File: src/rtl/host_bus_if.sv
module host_bus_if #(
  parameter int AW = 7,
  parameter int DW = 8,
  parameter logic [AW-1:0] POL_ADDR  = 'h7C,
  parameter logic [AW-1:0] CTRL_ADDR = 'h7D,
  parameter logic [AW-1:0] STAT_ADDR = 'h7E
) (
  input  logic          clk,
  input  logic          rst_n,
  input  logic          mode_mux,
  input  logic [AW-1:0] addr_in,
  input  logic [DW-1:0] ad_in,
  output logic [DW-1:0] ad_out,
  output logic          ad_oe,
  input  logic [DW-1:0] dhi_in,
  output logic [DW-1:0] dhi_out,
  output logic          dhi_oe,
  input  logic          cs_n,
  input  logic          rd_n,
  input  logic          wr_n,
  input  logic          ale_in,
  output logic          ale_out,
  output logic          ale_oe,
  input  logic          irq_int,
  output logic          irq_pin,
  input  logic [1:0]    dreq_int,
  output logic [1:0]    dreq_pin,
  input  logic [1:0]    dack_pin,
  output logic [AW-1:0] reg_addr,
  output logic [DW-1:0] reg_wdata,
  output logic          reg_wr,
  output logic          reg_rd,
  input  logic [DW-1:0] reg_rdata,
  output logic [2*DW-1:0] fifo_wdata,
  output logic [1:0]    fifo_wr,
  output logic [1:0]    fifo_rd,
  input  logic [2*DW-1:0] fifo_rdata
);

  localparam int FW = 2 * DW;
  localparam int PW = 5;

  logic [PW-1:0] pol_q;
  logic [DW-1:0] ctrl_q;
  logic          conf_q;
  logic [AW-1:0] lat_addr;
  logic          lat_cs_n;
  logic          wr_d, rd_d;

  logic [1:0]    dack_int, dma_hot;
  logic          dma_on, sel, wr_go, rd_go;
  logic          hit_pol, hit_ctrl, hit_stat, hit_loc;
  logic [DW-1:0] loc_rdata;

  assign dack_int = dack_pin ^ pol_q[4:3];
  assign dma_on   = |dack_int;
  assign dma_hot  = dack_int[0] ? 2'b01 : {dack_int[1], 1'b0};

  assign reg_addr = mode_mux ? lat_addr : addr_in;
  assign sel      = ~(mode_mux ? lat_cs_n : cs_n) & ~dma_on;
  assign wr_go    = ~wr_n & wr_d;
  assign rd_go    = ~rd_n & rd_d;

  assign hit_pol  = reg_addr == POL_ADDR;
  assign hit_ctrl = reg_addr == CTRL_ADDR;
  assign hit_stat = reg_addr == STAT_ADDR;
  assign hit_loc  = hit_pol | hit_ctrl | hit_stat;

  always_comb begin
    loc_rdata = '0;
    if (hit_pol)  loc_rdata[PW-1:0] = pol_q;
    if (hit_ctrl) loc_rdata = ctrl_q;
    if (hit_stat) loc_rdata[0] = conf_q;
  end

  assign reg_wdata = ad_in;
  assign reg_wr    = wr_go & sel & ~hit_loc;
  assign reg_rd    = rd_go & sel & ~hit_loc;

  assign fifo_wdata = {dhi_in, ad_in};
  assign fifo_wr    = {2{wr_go}} & dma_hot;
  assign fifo_rd    = {2{rd_go}} & dma_hot;

  assign ad_oe   = ~rd_n & (sel | dma_on);
  assign ad_out  = dma_on ? fifo_rdata[DW-1:0] : (hit_loc ? loc_rdata : reg_rdata);
  assign dhi_oe  = ~rd_n & |(dma_hot & ctrl_q[1:0]);
  assign dhi_out = fifo_rdata[FW-1:DW];

  assign irq_pin  = irq_int ^ ~pol_q[0];
  assign dreq_pin = dreq_int ^ ~pol_q[2:1];

  assign ale_out = 1'b1;
  assign ale_oe  = ~mode_mux & ctrl_q[3];

  always_ff @(posedge clk or negedge rst_n) begin
    if (!rst_n) begin
      wr_d     <= 1'b1;
      rd_d     <= 1'b1;
      lat_addr <= '0;
      lat_cs_n <= 1'b1;
    end else begin
      wr_d <= wr_n;
      rd_d <= rd_n;
      if (mode_mux && ale_in) begin
        lat_addr <= ad_in[AW-1:0];
        lat_cs_n <= cs_n;
      end
    end
  end

  always_ff @(posedge clk or negedge rst_n) begin
    if (!rst_n) begin
      pol_q  <= '0;
      ctrl_q <= '0;
      conf_q <= 1'b0;
    end else begin
      if (wr_go && sel && hit_pol)  pol_q  <= ad_in[PW-1:0];
      if (wr_go && sel && hit_ctrl) ctrl_q <= ad_in;
      if (&dack_int)                conf_q <= 1'b1;
      else if (wr_go && sel && hit_stat && ad_in[0]) conf_q <= 1'b0;
    end
  end


  wr_pulse_chk: assert property (@(posedge clk) disable iff (!rst_n) reg_wr |=> !reg_wr);

  ale_cap_chk: assert property (@(posedge clk) disable iff (!rst_n)
    (mode_mux && ale_in) |=> (lat_addr == $past(ad_in[AW-1:0])));

  dma_noreg_chk: assert property (@(posedge clk) disable iff (!rst_n) (|fifo_wr) |-> !reg_wr);

  dack_pri_chk: assert property (@(posedge clk) disable iff (!rst_n) $onehot0(fifo_wr));

  conf_set_chk: assert property (@(posedge clk) disable iff (!rst_n) (&dack_int) |=> conf_q);

  dhi_oe_chk: assert property (@(posedge clk) disable iff (!rst_n) dhi_oe |-> ad_oe);

  pullup_mode_chk: assert property (@(posedge clk) disable iff (!rst_n) mode_mux |-> !ale_oe);

endmodule

File: config.mk
export PLATFORM = sky130hd
export DESIGN_NAME = host_bus_if
export DESIGN_NICKNAME = d
export VERILOG_FILES = /design/src/rtl/host_bus_if.sv
export SDC_FILE = /design/constraint.sdc
export NUM_CORES = 1
export LEC_CHECK = 0
export ABC_AREA = 1
export BUFFER_PORTS_ARGS = -buffer_cell sky130_fd_sc_hd__buf_2
export CAP_MARGIN = 25
export CORE_AREA = 2 2 84 86
export DETAILED_ROUTE_END_ITERATION = 7
export DIE_AREA = 0 0 86 88
export PLACE_DENSITY = 0.67
export SLEW_MARGIN = 20
export SYNTH_ARGS = -nofsm -noshare
export SYNTH_HDL_FRONTEND = slang
export SYNTH_SLANG_ARGS = --single-unit
File: constraint.sdc
create_clock -name clk -period 4.55 [get_ports clk]
set_clock_uncertainty 0.2 [all_clocks]
set_input_delay 0.91 -clock clk [delete_from_list [all_inputs] [get_ports clk]]
set_output_delay 0.91 -clock clk [all_outputs]
set_load 0.05 [all_outputs]
==> results of run 1 <==
==> through the flow <==
step | setup slack, ns | util, % | instances
2_1_floorplan | 0.00568 | - | 260
3_3_place_gp | 0.891 | 32.5 | 387
3_5_place_dp | 0.862 | 32.5 | 387
4_1_cts | 0.857 | 33.2 | 391
5_1_grt | 0.689 | 33.2 | 391
6_report | 0.888 | 33.2 | 391
==> routing by layer <==
layer / vias to the layer above / track usage [%] / share of wire, %
met3: 6 / 1.60 / 4.9
met4: 0 / 2.60 / 0.68
li1: 865 / - / -
met1: 745 / 14.9 / 44
met5: - / 0 / 0
met2: 41 / 22.1 / 51
==> final timing paths <==
kind	startpoint	endpoint	slack, ns	cells past startpoint
hold / removal	conf_q	conf_q	0.28	2
hold reg to reg	conf_q	conf_q	0.28	2
setup reg to reg	pol_q[3]	ctrl_q[7]	2.52	8
max in group asynchronous	rst_n	wr_d	3.35	1
setup / recovery	mode_mux	ad_out[0]	0.89	11
min in group asynchronous	rst_n	ctrl_q[7]	0.43	1
==> worst max-delay path, stage by stage <==
cell and delay (ns):
buf_2 0.20, inv_2 0.15, nand2_1 0.07, nand2_2 0.09
nand2_4 0.07, nor2_8 0.30, o211ai_4 0.22, a21oi_2 0.16
nand2_1 0.06, nand2_1 0.05, buf_2 0.25
==> final cells by class <==
cell class	instances	area, um^2	area share, %
multi-input combinational	166	907	41.1
sequential	24	604	27.4
timing repair buffer	86	433	19.6
inverter	31	116	5.28
tap	80	100	4.54
clock buffer	4	45.0	2.04
==> Yosys cell counts, drive strengths merged <==
library cell,number,area share [%]
nand2,92,19
buf,38,16
inv,31,6.0
o21ai,23,7.7
dfrtp,21,27
nor2,20,6.0
nand3,16,7.1
a21oi,5,1.5
dfstp,3,4.1
xnor2,3,1.4
xor2,2,0.90
clkbuf,1,0.19
conb,1,0.19
mux2,1,0.58
mux2i,1,0.51
nand4,1,0.32
o211ai,1,1.1
==> sequential cells by signal, indices dropped and copies added, names as in the netlist <==
register / cells
conf_q: 1
ctrl_q: 8
lat_addr: 7
lat_cs_n: 1
pol_q: 5
rd_d: 1
wr_d: 1
==> report_power, final <==
group	total, mW	switching [mW]	internal (mW)
combinational	0.207	0.156	0.0511
sequential	0.231	0.00571	0.225
clock	0.127	0.0649	0.0624
==> cells in the final DEF, fill, tap and decap left out <==
cell | synthesis | final
buf_2 | 0 | 85
nand2_1 | 83 | 83
inv_1 | 30 | 30
dfrtp_1 | 21 | 21
nor2_1 | 16 | 16
o21ai_0 | 9 | 9
o21ai_2 | 9 | 9
nand3_1 | 9 | 9
nand2_2 | 7 | 7
o21ai_1 | 5 | 5
nand3_2 | 4 | 4
a21oi_1 | 4 | 4
nand3_4 | 3 | 3
xnor2_1 | 3 | 3
clkbuf_8 | 0 | 3
dfstp_2 | 3 | 3
xor2_1 | 2 | 2
nand2_4 | 2 | 2
nor2_8 | 2 | 2
inv_2 | 1 | 1
o211ai_4 | 1 | 1
nor2_2 | 1 | 1
a21oi_2 | 1 | 1
mux2i_1 | 1 | 1
nor2_4 | 1 | 1
mux2_2 | 1 | 1
nand4_1 | 1 | 1
conb_1 | 1 | 1
clkbuf_1 | 1 | 1
buf_4 | 33 | 1
==> kinds of logic after synthesis <==
kind of cell | after synthesis | share of synthesized area (%)
AOI/OAI and AO/OA | 29 | 10.2
xor gates and xnor gates | 5 | 2.25
buffers and inverters | 70 | 22.3
DFF | 24 | 31.1
muxes | 2 | 1.09
other | 1 | 0.193
and+or+nand+nor | 129 | 32.9
==> report_table.html, run 1 <==
<table>
<tr><th>Metric</th><th>Value</th></tr>
<tr><th colspan="2">Status</th></tr>
<tr><td>Status</td><td>complete, no violations</td></tr>
<tr><th colspan="2">Clock network</th></tr>
<tr><td>Clk Latency, worst-skew pair</td><td>about 0.26 ns</td></tr>
<tr><td>Number of clock buffers inserted by TritonCTS</td><td>3</td></tr>
<tr><td>Deepest clock path buffer count</td><td>2</td></tr>
<tr><td>Hold-fix buffers, CTS</td><td>0</td></tr>
<tr><td>Post-CTS setup buffers</td><td>0</td></tr>
<tr><td>Clock net sink count</td><td>24</td></tr>
<tr><td>TritonCTS clock tree</td><td>done</td></tr>
<tr><td>Deepest level of the CTS H-tree</td><td>1</td></tr>
<tr><td>Clock transition at path regs</td><td>0.08 ns</td></tr>
<tr><td>Clock root buffer</td><td>clkbuf_8</td></tr>
<tr><td>Number of gates resized after cts</td><td>0</td></tr>
<tr><th colspan="2">STA</th></tr>
<tr><td>Worst hold slack</td><td>0.278 ns</td></tr>
<tr><td>Maximum operating frequency</td><td>0.273 GHz</td></tr>
<tr><td>Setup tns final</td><td>0 ns</td></tr>
<tr><td>Worst slew margin</td><td>63.2%</td></tr>
<tr><td>Unrepaired setup endpoints after global routing</td><td>no</td></tr>
<tr><td>Final cycle utilization of the critical path</td><td>80.5%</td></tr>
<tr><td>Worst-margin pin slew</td><td>~0.55 ns</td></tr>
<tr><td>Tmin final</td><td>3.66 ns</td></tr>
<tr><td>Hold violation count in the final report</td><td>0</td></tr>
<tr><td>Number of max-slew violations in the final report</td><td>0</td></tr>
<tr><td>Final setup vio count</td><td>0</td></tr>
<tr><th colspan="2">Place</th></tr>
<tr><td>Post-detail-place hpwl</td><td>3690 um</td></tr>
<tr><td>Placed Area</td><td>0.00216 mm^2</td></tr>
<tr><td>Final weighted congestion of routability-driven global placement</td><td>0.804</td></tr>
<tr><td>Port Buffers</td><td>between 80 and 90</td></tr>
<tr><th colspan="2">Die</th></tr>
<tr><td>Floorplan die area</td><td>0.00757 mm^2</td></tr>
<tr><td>Placement Rows</td><td>30</td></tr>
<tr><td>Horiz. Die Dim</td><td>86 um</td></tr>
<tr><td>Core outline area</td><td>0.00664 mm^2</td></tr>
<tr><td>Ports</td><td>119</td></tr>
<tr><td>Starting density of the core</td><td>29.3%</td></tr>
<tr><td>Floorplan die height</td><td>between 80 and 90 um</td></tr>
<tr><th colspan="2">Logic synthesis</th></tr>
<tr><td>Synth Net Count</td><td>319</td></tr>
<tr><td>Distinct cell type count after synthesis</td><td>30</td></tr>
<tr><td>Synth Register Bits</td><td>24</td></tr>
<tr><td>Post-synthesis cell count</td><td>260</td></tr>
<tr><td>Number of warning messages in the yosys log</td><td>0</td></tr>
<tr><td>Mean area per synthesized cell</td><td>7.48 um^2</td></tr>
<tr><td>Sequential fraction of the synthesis area</td><td>31.1%</td></tr>
<tr><td>Post-synthesis instance area</td><td>0.00194 mm^2</td></tr>
<tr><th colspan="2">Global route</th></tr>
<tr><td>Global-route wire length before repair</td><td>between 7000 and 8000 um</td></tr>
<tr><td>Global-route usage over all layers</td><td>12.0%</td></tr>
<tr><td>Vias in the first global route</td><td>1572</td></tr>
<tr><td>Initial antenna violation count</td><td>0</td></tr>
<tr><td>Aggregate global routing overflow</td><td>0</td></tr>
<tr><td>Maximum number of pins on one net before global-route repair</td><td>25</td></tr>
<tr><th colspan="2">Worst setup path</th></tr>
<tr><td>Category of the worst setup path capture point</td><td>primary output</td></tr>
<tr><td>Nature of the critical path startpoint</td><td>primary input</td></tr>
<tr><td>Data arrival time at the worst-slack endpoint</td><td>2.55 ns</td></tr>
<tr><td>Data required time at the worst endpoint</td><td>3.44 ns</td></tr>
<tr><td>Critical Path Fanout Max</td><td>18</td></tr>
<tr><td>Critical path class</td><td>primary input to primary output</td></tr>
<tr><th colspan="2">Route</th></tr>
<tr><td>Number of remaining DRC errors</td><td>0</td></tr>
<tr><td>Initial detailed-routing violation count</td><td>91</td></tr>
<tr><td>Post-detailed-route count of antenna-violating nets</td><td>0</td></tr>
<tr><td>Detailed-routing iteration count for the pre-antenna-repair pass</td><td>4</td></tr>
<tr><td>Vias per std cell</td><td>4.24</td></tr>
<tr><td>Routed WL per cell</td><td>11.6 um</td></tr>
<tr><td>Wire length after detailed routing</td><td>4530 um</td></tr>
<tr><td>Total via count after detailed routing</td><td>1657</td></tr>
<tr><th colspan="2">Cells and area</th></tr>
<tr><td>Share of cells above drive strength 1</td><td>between 40 and 50%</td></tr>
<tr><td>Design Area, Final</td><td>between 0.002 and 0.0025 mm^2</td></tr>
<tr><td>Filler cell count in the final layout</td><td>725</td></tr>
<tr><td>Number of nets in the layout</td><td>371</td></tr>
<tr><td>Diode insertion count for antenna repair</td><td>0</td></tr>
<tr><td>Layout overhead on the synthesized area</td><td>13.4%</td></tr>
<tr><th colspan="2">Power and ir drop</th></tr>
<tr><td>Highest ir drop seen on vdd</td><td>99.1 uV</td></tr>
<tr><td>Leakage power of the design</td><td>between 1 and 1.5 nW</td></tr>
<tr><td>Overall power</td><td>approximately 570 uW</td></tr>
<tr><td>Pwr Density</td><td>256 mW/mm^2</td></tr>
<tr><th colspan="2">Min path</th></tr>
<tr><td>Type of the most critical hold path</td><td>flop to flop</td></tr>
<tr><th colspan="2">Job</th></tr>
<tr><td>Max-cap violations</td><td>0</td></tr>
</table>
No activity file was read; power rests on OpenSTA's default activity.
==> run 2, diff against run 1 <==
Settings changed: PLACE_DENSITY 0.67 to 0.69.
Clock period 4.55 ns to 3.3 ns, I/O delays scaled along.
==> report_table.html, run 2 (synthesis gave the netlist of run 1 again) <==
<table>
<tr><th>Metric</th><th>Value</th></tr>
<tr><th colspan="2">Place</th></tr>
<tr><td>Total placed cells including tap cells</td><td>388</td></tr>
<tr><td>Post-placement setup slack</td><td>0.147 ns</td></tr>
<tr><td>Final weighted congestion of routability-driven global placement</td><td>just under 0.8</td></tr>
<tr><td>Post-detail-place hpwl</td><td>3840 um</td></tr>
<tr><td>Port Buffers</td><td>85</td></tr>
<tr><th colspan="2">Clock network</th></tr>
<tr><td>Number of gates resized after cts</td><td>0</td></tr>
<tr><td>Clock net sink count</td><td>24</td></tr>
<tr><td>Post-CTS setup buffers</td><td>0</td></tr>
<tr><td>Clock transition at path regs</td><td>0.09 ns</td></tr>
<tr><td>TritonCTS clock tree</td><td>done</td></tr>
<tr><td>Number of clock buffers inserted by TritonCTS</td><td>3</td></tr>
<tr><td>Clk Latency, worst-skew pair</td><td>0.27 ns</td></tr>
<tr><td>Deepest clock path buffer count</td><td>2</td></tr>
<tr><td>Deepest level of the CTS H-tree</td><td>1</td></tr>
<tr><td>Hold-fix buffers, CTS</td><td>0</td></tr>
<tr><td>Clock root buffer</td><td>clkbuf_8</td></tr>
<tr><th colspan="2">STA</th></tr>
<tr><td>Hold violation count in the final report</td><td>0</td></tr>
<tr><td>Final setup vio count</td><td>0</td></tr>
<tr><td>Number of max-slew violations in the final report</td><td>0</td></tr>
<tr><td>Final cycle utilization of the critical path</td><td>a little over nine tenths</td></tr>
<tr><td>Unrepaired setup endpoints after global routing</td><td>no</td></tr>
<tr><td>Tmin final</td><td>a little over 3 ns</td></tr>
<tr><td>Setup tns final</td><td>0 ns</td></tr>
<tr><td>Worst slew margin</td><td>between 60% and 70%</td></tr>
<tr><td>Worst-margin pin slew</td><td>0.568 ns</td></tr>
<tr><td>Maximum operating frequency</td><td>approximately 0.32 GHz</td></tr>
<tr><td>Final WS setup</td><td>~0.21 ns</td></tr>
<tr><th colspan="2">Cells and area</th></tr>
<tr><td>Layout overhead on the synthesized area</td><td>15.8%</td></tr>
<tr><td>Number of nets in the layout</td><td>372</td></tr>
<tr><td>Final cell count without fillers</td><td>392</td></tr>
<tr><td>Registers with the most flip-flops</td><td>ctrl_q (8), lat_addr (7), pol_q (5)</td></tr>
<tr><td>Register bank with the most flops</td><td>ctrl_q</td></tr>
<tr><td>Max reg flops</td><td>8</td></tr>
<tr><td>Post-layout util</td><td>33.9%</td></tr>
<tr><td>Filler cell count in the final layout</td><td>707</td></tr>
<tr><td>Most frequent cells in the layout</td><td>buf_2, nand2_1, inv_1</td></tr>
<tr><td>Most common cell after layout, fill and taps aside</td><td>buf_2</td></tr>
<tr><td>Diode insertion count for antenna repair</td><td>0</td></tr>
<tr><td>Share of cells above drive strength 1</td><td>41.0%</td></tr>
<tr><th colspan="2">Die</th></tr>
<tr><td>Ports</td><td>119</td></tr>
<tr><td>Floorplan die area</td><td>0.00757 mm^2</td></tr>
<tr><td>Horiz. Die Dim</td><td>86 um</td></tr>
<tr><td>Floorplan die height</td><td>88 um</td></tr>
<tr><td>Core outline area</td><td>between 0.006 and 0.007 mm^2</td></tr>
<tr><td>Placement Rows</td><td>30</td></tr>
<tr><td>Starting density of the core</td><td>29.3%</td></tr>
<tr><th colspan="2">Route</th></tr>
<tr><td>Initial detailed-routing violation count</td><td>83</td></tr>
<tr><td>Vias per std cell</td><td>4.31</td></tr>
<tr><td>Highest routed metal layer</td><td>met4</td></tr>
<tr><td>M1 WL</td><td>1950 um</td></tr>
<tr><td>Wire length after detailed routing</td><td>4650 um</td></tr>
<tr><td>Post-detailed-route count of antenna-violating nets</td><td>0</td></tr>
<tr><td>Number of remaining DRC errors</td><td>0</td></tr>
<tr><td>Routed length on met2</td><td>2350 um</td></tr>
<tr><td>Metal3 WL</td><td>between 200 and 300 um</td></tr>
<tr><td>Total via count after detailed routing</td><td>1688</td></tr>
<tr><td>Routed WL per cell</td><td>about 12 um</td></tr>
<tr><td>Detailed-routing iteration count for the pre-antenna-repair pass</td><td>4</td></tr>
<tr><th colspan="2">Worst setup path</th></tr>
<tr><td>R2R cell count</td><td>7</td></tr>
<tr><td>Worst reg2reg setup slack</td><td>1.36 ns</td></tr>
<tr><td>Data required time at the worst endpoint</td><td>2.44 ns</td></tr>
<tr><td>Cell breakdown of the critical path</td><td>clkbuf_4, inv_2, nand2_1, nand2_2, nand2_4, nor2_8, o211ai_4, a21oi_2, nand2_1, nand2_1, buf_2</td></tr>
<tr><td>Critical Path Fanout Max</td><td>17</td></tr>
<tr><td>Delay of the slowest cell on the worst path</td><td>around 0.26 ns</td></tr>
<tr><td>Data arrival time at the worst-slack endpoint</td><td>2.23 ns</td></tr>
<tr><td>Crit path buffers/inverters</td><td>3</td></tr>
<tr><td>Nature of the critical path startpoint</td><td>primary input</td></tr>
<tr><td>Family of cells with the greatest summed delay on the critical path</td><td>simple AND/OR/NAND/NOR gates</td></tr>
<tr><td>Cell seen most often among critical-path stages</td><td>nand2_1</td></tr>
<tr><td>RR Startpoint</td><td>pol_q[3]</td></tr>
<tr><td>Critical path class</td><td>primary input to primary output</td></tr>
<tr><td>Destination of the worst register-to-register timing path</td><td>ctrl_q[4]</td></tr>
<tr><td>Slowest-stage cell, CP</td><td>nor2_8</td></tr>
<tr><td>Category of the worst setup path capture point</td><td>primary output</td></tr>
<tr><th colspan="2">Min path</th></tr>
<tr><td>Type of the most critical hold path</td><td>primary input to asynchronous set/reset pin</td></tr>
<tr><th colspan="2">Power and ir drop</th></tr>
<tr><td>Leakage power of the design</td><td>1.27 nW</td></tr>
<tr><td>Overall power</td><td>869 uW</td></tr>
<tr><td>Pwr Density</td><td>approximately 390 mW/mm^2</td></tr>
<tr><td>Highest ir drop seen on vdd</td><td>142 uV</td></tr>
<tr><th colspan="2">Global route</th></tr>
<tr><td>Vias in the first global route</td><td>1651</td></tr>
<tr><td>Global-route usage over all layers</td><td>approximately an eighth</td></tr>
<tr><td>Global-route wire length before repair</td><td>7560 um</td></tr>
<tr><td>Maximum number of pins on one net before global-route repair</td><td>25</td></tr>
<tr><td>Initial antenna violation count</td><td>0</td></tr>
<tr><td>Aggregate global routing overflow</td><td>0</td></tr>
<tr><th colspan="2">Job</th></tr>
<tr><td>Max-cap violations</td><td>0</td></tr>
<tr><th colspan="2">Status</th></tr>
<tr><td>Status</td><td>complete, no violations</td></tr>
</table>
## run 2: cell types whose count changed in the layout (fill, tap and decap cells not counted)
cell / previous run / this run
buf_2: 85 / 84
buf_4: 1 / 2
bufinv_16: 0 / 1
clkbuf_1: 1 / 0
clkbuf_4: 0 / 1
nor2_2: 1 / 0
nor2_4: 1 / 2
o21ai_0: 9 / 8
o21ai_2: 9 / 10
## run 2: layout make-up
cell class	count	area, um^2	area share [%]
Multi-Input combinational cell	166	916	40.7
Sequential cell	24	604	26.8
Timing Repair Buffer	87	443	19.7
Inverter	31	116	5.17
Tap cell	80	100	4.45
Clock buffer	3	41.3	1.83
Clock inverter	1	30.0	1.33
## run 2: metal layers
metal / vias to the layer above / global-route usage, %
met3: 11 / 2.26
met2: 45 / 23.3
met4: 0 / 3.46
met5: - / 0
met1: 761 / 14.8
li1: 871 / -
## run 2: worst max path at each step
stage	from	end	slack, ns	cells past startpoint
finish	mode_mux	ad_out[0]	0.21	11
global route	mode_mux	ad_out[5]	0.03	11
CTS	mode_mux	ad_out[0]	0.14	13
detailed placement	mode_mux	ad_out[0]	0.15	13
global placement	mode_mux	ad_out[0]	0.18	12
floorplan	mode_mux	ad_out[5]	0.01	9
## run 2: per-stage QoR
| step | instance area [um^2] | hold slack (ns) |
|---|---|---|
| CTS | 2240 | 0.181 |
| global route | 2250 | 0.195 |
| floorplan | 1950 | 0.164 |
| finish | 2250 | 0.175 |
| global placement | 2170 | 0.261 |
| detailed placement | 2170 | 0.272 |
## run 2: worst register-to-register path, stage by stage, from the launching register on
cell	delay [ns]
dfrtp_1	0.42
xor2_1	0.21
nor2_1	0.21
nand2_1	0.14
nor2_4	0.21
nand3_4	0.24
nand2_1	0.15
o21ai_2	0.06
## run 2: report_power, final
group / total [mW] / leakage, nW / switching, mW / internal [mW]
registers: 0.319 / 0.309 / 0.00872 / 0.311
logic: 0.289 / 0.922 / 0.217 / 0.0722
clock network: 0.261 / 0.0357 / 0.0984 / 0.162
